--- src/rtl/ccf_pkg.sv ---
package ccf_pkg;

    localparam int C_POS = 0;
    localparam int V_POS = 1;
    localparam int Z_POS = 2;
    localparam int N_POS = 3;
    localparam int X_POS = 4;

    localparam int NLANE = 3;

    typedef enum logic [2:0] {
        OPC_ALU   = 3'd0,
        OPC_SUB   = 3'd1,
        OPC_CMP   = 3'd2,
        OPC_MCP   = 3'd3,
        OPC_MULS  = 3'd4,
        OPC_MULU  = 3'd5,
        OPC_LOGIC = 3'd6,
        OPC_LIVE  = 3'd7
    } ccf_op_e;

    typedef enum logic [1:0] {
        SZ_BYTE = 2'd0,
        SZ_HALF = 2'd1,
        SZ_WORD = 2'd2,
        SZ_NONE = 2'd3
    } ccf_size_e;

    // carry slot also carries the multiply-carry result
    typedef struct packed {
        logic n;
        logic z;
        logic v;
        logic c;
    } ccf_flags_t;

endpackage

--- src/rtl/ccf_lane_view.sv ---
module ccf_lane_view
    import ccf_pkg::*;
#(
    parameter int DATA_W = 32
) (
    input  ccf_size_e         size_i,
    input  logic [NLANE-1:0]  src_sg_i,
    input  logic [NLANE-1:0]  dst_sg_i,
    input  logic [DATA_W-1:0] res_i,
    output logic              s_o,
    output logic              d_o,
    output logic              r_o,
    output logic              zero_o,
    output logic              known_o
);
    logic [NLANE-1:0] res_sg;
    logic [NLANE-1:0] res_zero;

    for (genvar g = 0; g < NLANE; g++) begin : g_lane
        localparam int LW = ((8 << g) > DATA_W) ? DATA_W : (8 << g);
        assign res_sg[g]   = res_i[LW-1];
        assign res_zero[g] = ~|res_i[LW-1:0];
    end

    always_comb begin
        s_o     = 1'b0;
        d_o     = 1'b0;
        r_o     = 1'b0;
        zero_o  = 1'b0;
        known_o = 1'b0;
        case (size_i)
            SZ_BYTE, SZ_HALF, SZ_WORD: begin
                s_o     = src_sg_i[size_i];
                d_o     = dst_sg_i[size_i];
                r_o     = res_sg[size_i];
                zero_o  = res_zero[size_i];
                known_o = 1'b1;
            end
            default: ;
        endcase
    end
endmodule

--- src/rtl/ccf_arith_rule.sv ---
module ccf_arith_rule
    import ccf_pkg::*;
(
    input  logic       s_i,
    input  logic       d_i,
    input  logic       r_i,
    input  logic       zero_i,
    input  logic       known_i,
    input  logic       flip_src_i,
    input  logic       flip_carry_i,
    output ccf_flags_t flags_o
);
    logic s_eff;

    always_comb begin
        s_eff   = s_i ^ flip_src_i;
        flags_o = '0;
        if (known_i) begin
            if (r_i) begin
                flags_o.n = 1'b1;
                if (!s_eff && !d_i) begin
                    flags_o.v = 1'b1;
                end else if (s_eff && d_i) begin
                    flags_o.c = 1'b1;
                end
            end else begin
                flags_o.z = zero_i;
                flags_o.v = s_eff & d_i;
                flags_o.c = s_eff | d_i;
            end
        end
        flags_o.c = flags_o.c ^ flip_carry_i;
    end
endmodule

--- src/rtl/ccf_mul_rule.sv ---
module ccf_mul_rule #(
    parameter int DATA_W = 32
) (
    input  logic [DATA_W-1:0] hi_i,
    input  logic [DATA_W-1:0] lo_i,
    input  logic              signed_i,
    output logic              n_o,
    output logic              z_o,
    output logic              v_o
);
    logic wide_zero;
    logic hi_is_ext;

    always_comb begin
        wide_zero = ~|{hi_i, lo_i};
        hi_is_ext = (hi_i == {DATA_W{lo_i[DATA_W-1]}});
        z_o       = wide_zero;
        n_o       = !wide_zero && hi_i[DATA_W-1];
        v_o       = signed_i ? !hi_is_ext : |hi_i;
    end
endmodule

--- src/rtl/ccf_merge.sv ---
module ccf_merge
    import ccf_pkg::*;
#(
    parameter int STAT_W = 32,
    parameter int R_POS  = 8
) (
    input  logic [STAT_W-1:0] ccs_i,
    input  logic [STAT_W-1:0] mask_i,
    input  logic              x_i,
    input  ccf_flags_t        flags_i,
    input  logic              carry_to_r_i,
    input  logic              hold_i,
    output logic [STAT_W-1:0] ccs_o
);
    logic [STAT_W-1:0] new_bits;
    logic [STAT_W-1:0] wr_mask;

    always_comb begin
        new_bits        = '0;
        new_bits[N_POS] = flags_i.n;
        new_bits[Z_POS] = flags_i.z;
        new_bits[V_POS] = flags_i.v;
        if (carry_to_r_i) begin
            new_bits[R_POS] = flags_i.c;
        end else begin
            new_bits[C_POS] = flags_i.c;
        end

        wr_mask        = mask_i;
        wr_mask[X_POS] = 1'b1;
        if (x_i && flags_i.z) begin
            wr_mask[Z_POS] = 1'b0;
        end

        if (hold_i) begin
            ccs_o = ccs_i;
        end else begin
            ccs_o = (ccs_i & ~wr_mask) | (new_bits & wr_mask);
        end
    end
endmodule

--- src/rtl/ccf_eval.sv ---
module ccf_eval
    import ccf_pkg::*;
#(
    parameter int DATA_W = 32,
    parameter int STAT_W = 32,
    parameter int R_POS  = 8
) (
    input  logic              clk_i,
    input  logic              rst_ni,
    input  logic [2:0]        op_i,
    input  logic [1:0]        size_i,
    input  logic [DATA_W-1:0] src_i,
    input  logic [DATA_W-1:0] dst_i,
    input  logic [DATA_W-1:0] res_i,
    input  logic [DATA_W-1:0] hi_i,
    input  logic [STAT_W-1:0] mask_i,
    input  logic              x_i,
    input  logic [STAT_W-1:0] ccs_i,
    output logic [STAT_W-1:0] ccs_o
);
    typedef struct packed {
        logic [STAT_W-1:0] ccs;
    } state_t;

    state_t state_d, state_q;

    ccf_op_e   op;
    ccf_size_e eff_size;
    logic      is_sub, is_mcp, is_mul, is_nz_only, is_live;

    logic [NLANE-1:0] src_sg, dst_sg;
    logic s_bit, d_bit, r_bit, zero_bit, known;
    logic mul_n, mul_z, mul_v;
    ccf_flags_t arith_flags, sel_flags;
    logic [STAT_W-1:0] merged;

    // sign taps at each supported width
    for (genvar g = 0; g < NLANE; g++) begin : g_tap
        localparam int TW = ((8 << g) > DATA_W) ? DATA_W : (8 << g);
        assign src_sg[g] = src_i[TW-1];
        assign dst_sg[g] = dst_i[TW-1];
    end

    always_comb begin
        op         = ccf_op_e'(op_i);
        is_sub     = (op == OPC_SUB) || (op == OPC_CMP);
        is_mcp     = (op == OPC_MCP);
        is_mul     = (op == OPC_MULS) || (op == OPC_MULU);
        is_live    = (op == OPC_LIVE);
        is_nz_only = (op == OPC_LOGIC) &&
                     ((size_i == SZ_HALF) || (size_i == SZ_WORD));
        eff_size   = is_mcp ? SZ_WORD : ccf_size_e'(size_i);
    end

    ccf_lane_view #(.DATA_W(DATA_W)) u_view (
        .size_i   (eff_size),
        .src_sg_i (src_sg),
        .dst_sg_i (dst_sg),
        .res_i    (res_i),
        .s_o      (s_bit),
        .d_o      (d_bit),
        .r_o      (r_bit),
        .zero_o   (zero_bit),
        .known_o  (known)
    );

    ccf_arith_rule u_arith (
        .s_i          (s_bit),
        .d_i          (d_bit),
        .r_i          (r_bit),
        .zero_i       (zero_bit),
        .known_i      (known),
        .flip_src_i   (is_sub),
        .flip_carry_i (is_sub),
        .flags_o      (arith_flags)
    );

    ccf_mul_rule #(.DATA_W(DATA_W)) u_mul (
        .hi_i     (hi_i),
        .lo_i     (res_i),
        .signed_i (op == OPC_MULS),
        .n_o      (mul_n),
        .z_o      (mul_z),
        .v_o      (mul_v)
    );

    always_comb begin
        if (is_mul) begin
            sel_flags = '{n: mul_n, z: mul_z, v: mul_v, c: 1'b0};
        end else if (is_nz_only) begin
            sel_flags = '{n: r_bit, z: !r_bit && zero_bit, v: 1'b0, c: 1'b0};
        end else begin
            sel_flags = arith_flags;
        end
    end

    ccf_merge #(.STAT_W(STAT_W), .R_POS(R_POS)) u_merge (
        .ccs_i        (ccs_i),
        .mask_i       (mask_i),
        .x_i          (x_i),
        .flags_i      (sel_flags),
        .carry_to_r_i (is_mcp),
        .hold_i       (is_live),
        .ccs_o        (merged)
    );

    always_comb begin
        state_d     = state_q;
        state_d.ccs = merged;
    end

    always_ff @(posedge clk_i) begin
        if (!rst_ni) begin
            state_q <= '0;
        end else begin
            state_q <= state_d;
        end
    end

    assign ccs_o = state_q.ccs;

    // flags-live class passes the status word through
    a_r12_live_passes: assert property (@(posedge clk_i) disable iff (!rst_ni)
        (op_i == 3'd7) |=> (ccs_o == $past(ccs_i)));

    // every evaluating class leaves X clear
    a_r10_x_cleared: assert property (@(posedge clk_i) disable iff (!rst_ni)
        (op_i != 3'd7) |=> !ccs_o[X_POS]);

    // sticky zero in extended mode
    a_r11_zero_sticky: assert property (@(posedge clk_i) disable iff (!rst_ni)
        (op_i != 3'd7 && x_i && !ccs_i[Z_POS]) |=> !ccs_o[Z_POS]);

    // N and Z never both freshly written
    a_r2_n_z_exclusive: assert property (@(posedge clk_i) disable iff (!rst_ni)
        (op_i != 3'd7 && !x_i && mask_i[N_POS] && mask_i[Z_POS])
        |=> !(ccs_o[N_POS] && ccs_o[Z_POS]));

    // unsigned product with nonzero high word overflows
    a_r8_mulu_overflow: assert property (@(posedge clk_i) disable iff (!rst_ni)
        (op_i == 3'd5 && mask_i[V_POS] && hi_i != '0) |=> ccs_o[V_POS]);

    // logic class at wide sizes never writes C or V as 1
    a_r9_logic_no_cv: assert property (@(posedge clk_i) disable iff (!rst_ni)
        (op_i == 3'd6 && size_i inside {2'd1, 2'd2} && mask_i[C_POS] && mask_i[V_POS])
        |=> (!ccs_o[C_POS] && !ccs_o[V_POS]));

    // reset clears the output register
    a_r1_reset_clear: assert property (@(posedge clk_i)
        !rst_ni |=> (ccs_o == '0));

endmodule

--- config.mk ---
export PLATFORM = sky130hd
export DESIGN_NAME = ccf_eval
export DESIGN_NICKNAME = d
export VERILOG_FILES = /design/src/rtl/ccf_pkg.sv /design/src/rtl/ccf_lane_view.sv /design/src/rtl/ccf_arith_rule.sv /design/src/rtl/ccf_mul_rule.sv /design/src/rtl/ccf_merge.sv /design/src/rtl/ccf_eval.sv
export SDC_FILE = /design/constraint.sdc
export NUM_CORES = 1
export LEC_CHECK = 0
export BUFFER_PORTS_ARGS = -buffer_cell sky130_fd_sc_hd__buf_2
export CORE_AREA = 2 2 90 92
export CTS_CLUSTER_DIAMETER = 50
export DETAILED_ROUTE_END_ITERATION = 10
export DIE_AREA = 0 0 92 94
export HOLD_SLACK_MARGIN = 0.06
export SYNTH_ARGS = -nofsm -noshare
export SYNTH_HDL_FRONTEND = slang
export SYNTH_SLANG_ARGS = --single-unit
--- constraint.sdc ---
create_clock -name clk_i -period 1.55 [get_ports clk_i]
set_clock_uncertainty 0.2 [all_clocks]
set_input_delay 0 -clock clk_i [delete_from_list [all_inputs] [get_ports clk_i]]
set_output_delay 0 -clock clk_i [all_outputs]
set_load 0.01 [all_outputs]
==> summary.txt, run 1 <==
Setup path
  • Slowest stage delay, CP: roughly 540 ps
  • Crit path capture type: flip-flop
  • Critical path launch point: ccs_i[8]
  • Cell at the slowest stage of the critical path: dlygate4sd3_1
  • Dominant delay contributor by cell family on the critical path: buffers and inverters
  • Startpoint kind of the worst setup timing path: input port
  • CP Buf/Inv Count: 3
  • Worst-path cell chain: dlygate4sd3_1, buf_2, nand2_1, dlygate4sd3_1, a21oi_1, a41o_1
  • CP Capture Point: ccs_o[8]
  • CP Depth: 6
  • Crit Path Class: in2reg
  • Worst EP arrival: 1470 ps
  • Most prevalent standard cell on the critical path: dlygate4sd3_1
  • Critical Path RT: roughly 1500 ps
  • Max Fanout on Critical Path: 1

Routing
  • Number of routed nets with antenna violations: 0
  • Total wire length after detailed routing: a little over 7000 microns
  • Iter 0 DRT Violations: 48
  • Vias per cell: roughly 4.5
  • Post-detailed-route wirelength per cell: between 10 and 15 microns
  • Number of iterations in the first detailed-routing pass: 4
  • Count of vias placed by the detailed router: 2574
  • Number of remaining DRC errors: 0

Timing
  • Final period utilization: 0.9649
  • Setup tns final: 0 ps
  • Final period demand of the worst path: ~1500 ps
  • RSZ-0062 raised after global routing: yes
  • Fmax: ~670 MHz
  • Worst-case headroom to the max-slew limit: 0.7755
  • Number of hold violations in the final report: 0
  • Final setup slack of the worst path: approximately 54 ps
  • Actual slew at the worst max-slew pin: about 340 ps
  • Number of max-slew violations in the final report: 0
  • Hold slack: roughly 27 ps
  • Setup Viol. Count Final: 0

Final layout
  • Most frequent standard cell in the layout excluding fill and tap cells: buf_2
  • Final Non-Filler Cells: about 570
  • Layout area overhead: 125.5%
  • Share of final-layout standard cells stronger than drive strength 1: 0.4520
  • Max reg flops: 32
  • Fin area: ~0.0036 sq mm
  • Count of filler cells inserted in the layout: around 750
  • Ant diodes: 0
  • NumNets Final: about 670
  • Leading cell types in the layout, fill and taps excluded: buf_2, dlygate4sd3_1, nand2_1, dfxtp_1, a21oi_1

Yosys
  • Number of cells produced by synthesis: roughly 210
  • Async set or reset register ratio after synthesis: 0
  • Count of different cell masters after synthesis: 40
  • Cell area after technology mapping: around 0.0016 sq mm
  • Leading post-synthesis cells by cell area: dfxtp_1, nand2_1, a21oi_1
  • Total of flip-flops plus latches after synthesis: 32
  • Commonest register cell after synthesis: dfxtp_1
  • Yosys top cell area share: 0.4019
  • Number of enable flip-flop cells after synthesis: 0
  • Part of the Yosys area used for sequential elements: 0.4019
  • Mean post-synth cell area: a little under 8 sq um
  • Warnings, synthesis: 0
  • Library cell with the largest summed area after synthesis: dfxtp_1
  • Net count after synthesis: about 410

Worst hold path
  • Number of instances on the worst hold path: 6
  • Hold_sp: res_i[12]
  • Path category of the worst min-delay check: in2reg

Floorplan
  • Width of the die: about 90 microns
  • Area of the core: ~0.0076 sq mm
  • I/O pin cnt: between 200 and 250
  • Die height: between 90 and 100 microns
  • Area enclosed by the die boundary: around 0.0086 sq mm
  • Number of rows created at floorplan: 32
  • Initial core utilization: 0.2095

Clocking
  • Htree depth: 2
  • Setup fix buffers added after clock tree synthesis: 0
  • Clock sinks: 32
  • CTS root buf: clkbuf_8
  • Number of CTS-inserted buffers: 5
  • Clock Pin Slew Worst Setup and Hold Paths: 70 ps
  • Clock tree from TritonCTS: done
  • CTS max path bufs: 2

Place
  • Post-DP HPWL: approximately 5000 microns
  • Placed instance count: 490
  • Port Buf Inserts: between 150 and 200
  • Worst slack at placement: -66.22 ps
  • Post-Place Cell Area: 0.002684 sq mm
  • RD Place Congestion: about 0.86

GRT
  • Maximum number of pins on one net before global-route repair: 26
  • Global-route wire length before repair: ~11000 microns
  • Global route overflow: 0
  • Vias in the first global route: roughly 2600
  • Antenna violations before repair: 0
  • GRT Util Overall: 0.1588

Power and ir drop
  • Sw Pwr: about 0.00056 W
  • Leakage: roughly 1.8 nW
  • Combinational share of power: 0.272
  • IR drop worst, VDD: ~380 uV
  • Sequential fraction of design power: 0.368
  • Internal portion of total power: between 0.0015 and 0.002 W
  • Switch share: 0.2379
  • Power density relative to cell area: roughly 660 mW/mm^2
  • Clk network pwr share: 0.360

Job
  • Number of max-capacitance violations reported: 0

Status
  • Outcome: finished clean
[power groups by stage]
stage	clock [W]	combinational, W	sequential, W
floorplan	0	0.000171	0.000915
global placement	0	0.000488	0.000890
detailed placement	0	0.000495	0.000890
CTS	0.000887	0.000629	0.000871
global route	0.000931	0.000706	0.000877
finish	0.000855	0.000646	0.000873
[per-layer routing]
| metal | vias up | share of wire | GRT usage |
|---|---|---|---|
| li1 | 1283 | - | - |
| met1 | 1130 | 0.38 | 0.1653 |
| met2 | 140 | 0.52 | 0.3150 |
| met3 | 21 | 0.076 | 0.02408 |
| met4 | 0 | 0.028 | 0.06468 |
| met5 | - | 0 | 0 |
[timing repair]
item,in CTS,in global routing
setup endpoints to repair,0,11
hold endpoints to repair,32,1
resized for setup,0,8
hold buffers,73,1
[cells in the mapped netlist, types with 2 or more instances]
cell / instances
o211ai_1: 2
nand2_1: 44
nor4_1: 18
and3_1: 2
nor2b_1: 2
inv_1: 2
clkbuf_1: 5
nand3_1: 14
dfxtp_1: 32
nor3_1: 2
o21ai_1: 2
nand4_1: 10
o21ai_0: 3
nor2_1: 8
a21oi_1: 31
buf_6: 4
[layout make-up]
class	count	area (sq um)	share of cell area
Timing Repair Buffer	266	1762	0.4901
Multi-Input combinational cell	161	930.9	0.2590
Sequential cell	32	640.6	0.1782
Tap cell	102	127.6	0.03550
Clock buffer	7	96.34	0.02680
Clock inverter	1	30.03	0.008354
Inverter	2	7.507	0.002088
[tightest hold or removal path: stages]
cell and delay [ps]:
buf_2 80, nor4_2 40, nand2_1 70, o211ai_1 110
o221ai_2 80, a21oi_1 70
[cell families after synthesis]
family                    count (synthesis)  synth area share
DFF                                      32            0.4019
xor gates and xnor gates                  2           0.01099
AOI/OAI and AO/OA                        49            0.1845
and+or+nand+nor                         108            0.3415
muxes                                     2           0.01334
buffers and inverters                    12           0.04788
[how the worst min path moves through the flow]
stage                 to  slack [ps]
5_1_grt         ccs_o[2]          70
2_1_floorplan  ccs_o[10]        -110
3_5_place_dp   ccs_o[23]         -30
3_3_place_gp   ccs_o[20]         -30
4_1_cts         ccs_o[1]           2
6_report        ccs_o[2]          30
[through the flow]
stage	util	power [W]
detailed placement	0.3528	0.001385
CTS	0.4655	0.002388
finish	0.4725	0.002373
global route	0.4725	0.002514
global placement	0.3528	0.001377
floorplan	-	0.001086
(Power assumes the default switching activity.)
==> inputs of run 2 (changes only) <==
- GPL_TIMING_DRIVEN: unset -> 0
==> run 2 against run 1 <==
Worst setup slack gained 49 ps. Sequential share of layout area is 0.11 points lower. Clock power decreased by 7.5%. Routed wire length rose by 7.7%. Global-route usage is 1.8 points higher. First-iteration DRC count down 2.1%. Hold slack worse by 25 ps. Largest power group unchanged. Flip-flop and latch count did not move. Highest routed layer unchanged.
==> summary.txt, run 2 (synthesis gave the netlist of run 1 again) <==
Status
  • Outcome: finished clean

Floorplan
  • Area of the core: 0.007607 sq mm
  • Initial core utilization: 0.2095
  • Number of rows created at floorplan: 32
  • Die height: around 94 microns
  • Width of the die: just over 90 microns
  • Area enclosed by the die boundary: 0.008648 sq mm
  • I/O pin cnt: 232

GRT
  • Met3 usage: 0.03050
  • Grt met2 use: 0.3493
  • Vias in the first global route: around 2700
  • GRT Util Overall: 0.1768
  • Maximum number of pins on one net before global-route repair: 12
  • Global-route wire length before repair: approximately 12000 microns
  • Met1 usage: 0.1829
  • Antenna violations before repair: 0
  • Global route overflow: 0
  • Top Usage Layer GRT: met2

Final layout
  • Share of final-layout standard cells stronger than drive strength 1: 0.3979
  • Final Non-Filler Cells: a little under 600
  • Leading cell types in the layout, fill and taps excluded: buf_2, dlygate4sd3_1, nand2_1, dfxtp_1, a21oi_1
  • Ant diodes: 0
  • Most frequent standard cell in the layout excluding fill and tap cells: buf_2
  • Max reg flops: 32
  • NumNets Final: approximately 670
  • Layout area overhead: 126.9%

Place
  • RD Place Congestion: just under 0.8
  • Post-DP HPWL: approximately 5100 microns
  • Port Buf Inserts: 169
  • Placed instance count: 476

Timing
  • Worst-case headroom to the max-slew limit: 0.6604
  • Fmax: slightly below 700 MHz
  • RSZ-0062 raised after global routing: no
  • Final period demand of the worst path: 1447 ps
  • Hold slack: 1.757 ps
  • Final period utilization: 0.9335
  • Number of max-slew violations in the final report: 0
  • Setup Viol. Count Final: 0
  • Setup tns final: 0 ps
  • Actual slew at the worst max-slew pin: ~510 ps
  • Number of hold violations in the final report: 0

Routing
  • Number of routed nets with antenna violations: 0
  • Number of iterations in the first detailed-routing pass: 4
  • Number of remaining DRC errors: 0
  • Total wire length after detailed routing: roughly 7800 microns
  • Post-detailed-route wirelength per cell: around 13 microns
  • Count of vias placed by the detailed router: between 2000 and 3000
  • Iter 0 DRT Violations: between 40 and 50
  • Vias per cell: around 4.6

Setup path
  • Crit Path Class: in2reg
  • Startpoint kind of the worst setup timing path: input port
  • Critical Path RT: 1510 ps
  • Worst EP arrival: ~1400 ps
  • Crit path capture type: flip-flop
  • Max Fanout on Critical Path: 1

Power and ir drop
  • Leakage: 1.731 nW
  • IR drop worst, VDD: 310.4 uV
  • Power density relative to cell area: 642.4 mW/mm^2

Worst hold path
  • Path category of the worst min-delay check: in2reg

Clocking
  • CTS max path bufs: 2
  • Clock Pin Slew Worst Setup and Hold Paths: ~70 ps
  • CTS root buf: clkbuf_8
  • Number of CTS-inserted buffers: 5
  • Setup fix buffers added after clock tree synthesis: 0
  • Clock sinks: 32
  • Clock tree from TritonCTS: done
  • Htree depth: 2

Job
  • Number of max-capacitance violations reported: 0
run 2: cell count changes in the layout (fill, tap and decap cells not counted), moves of 2 or more:
cell / change
buf_4: -20
dlygate4sd3_1: +20
clkbuf_1: +5
buf_6: +4
nor4_1: +4
buf_2: -3
clkbuf_8: -2
nor4_2: -2
nor4_4: -2
run 2: layout make-up:
type / count / area, sq um
Timing Repair Buffer: 262 / 1777
Sequential cell: 32 / 640.6
Tap cell: 102 / 127.6
Clock inverter: 3 / 42.54
Inverter: 2 / 7.507
Fill cell: 753 / 3990
Clock buffer: 5 / 68.82
Multi-Input combinational cell: 161 / 884.6
Buffer: 10 / 68.82
run 2: timing repair:
item                                    4_1_cts  5_1_grt
hold buffers                                 90        3
gates resized for setup                       0        2
endpoints found under the setup margin        0        2
endpoints found under the hold margin        32        2
run 2: through the flow:
stage | area, sq um | setup WS [ps] | util | total power (W)
final | 3617 | 103.1 | 0.4755 | 0.002324
after global routing | 3617 | 25.34 | 0.4755 | 0.002447
after detailed placement | 2567 | -164.8 | 0.3375 | 0.001355
after floorplan | 1594 | 16.12 | - | 0.001086
after global placement | 2567 | -175.1 | 0.3375 | 0.001347
after CTS | 3580 | 104.2 | 0.4706 | 0.002332
run 2: metal layers:
layer	routed length (microns)	vias to the layer above	part of all wire
li1	-	1295	-
met3	575	24	0.074
met5	0	-	0
met2	4092	138	0.53
met1	2855	1207	0.37
met4	242	0	0.031
run 2: worst max-delay path, stage by stage:
cell           delay (ps)
dlygate4sd3_1         530
buf_2                 120
o21ai_0               150
dlygate4sd3_1         570
a21oi_1                40
run 2: report_power, final:
group / internal (W) / switching (W)
clock: 0.000475 / 0.000315
combinational: 0.000387 / 0.000273
sequential: 0.000863 / 0.00000936
total: 0.00173 / 0.000598
run 2: worst paths after layout:
check | from | end | cells past startpoint
hold / removal | hi_i[0] | ccs_o[1] | 7
setup / recovery | ccs_i[2] | ccs_o[2] | 5
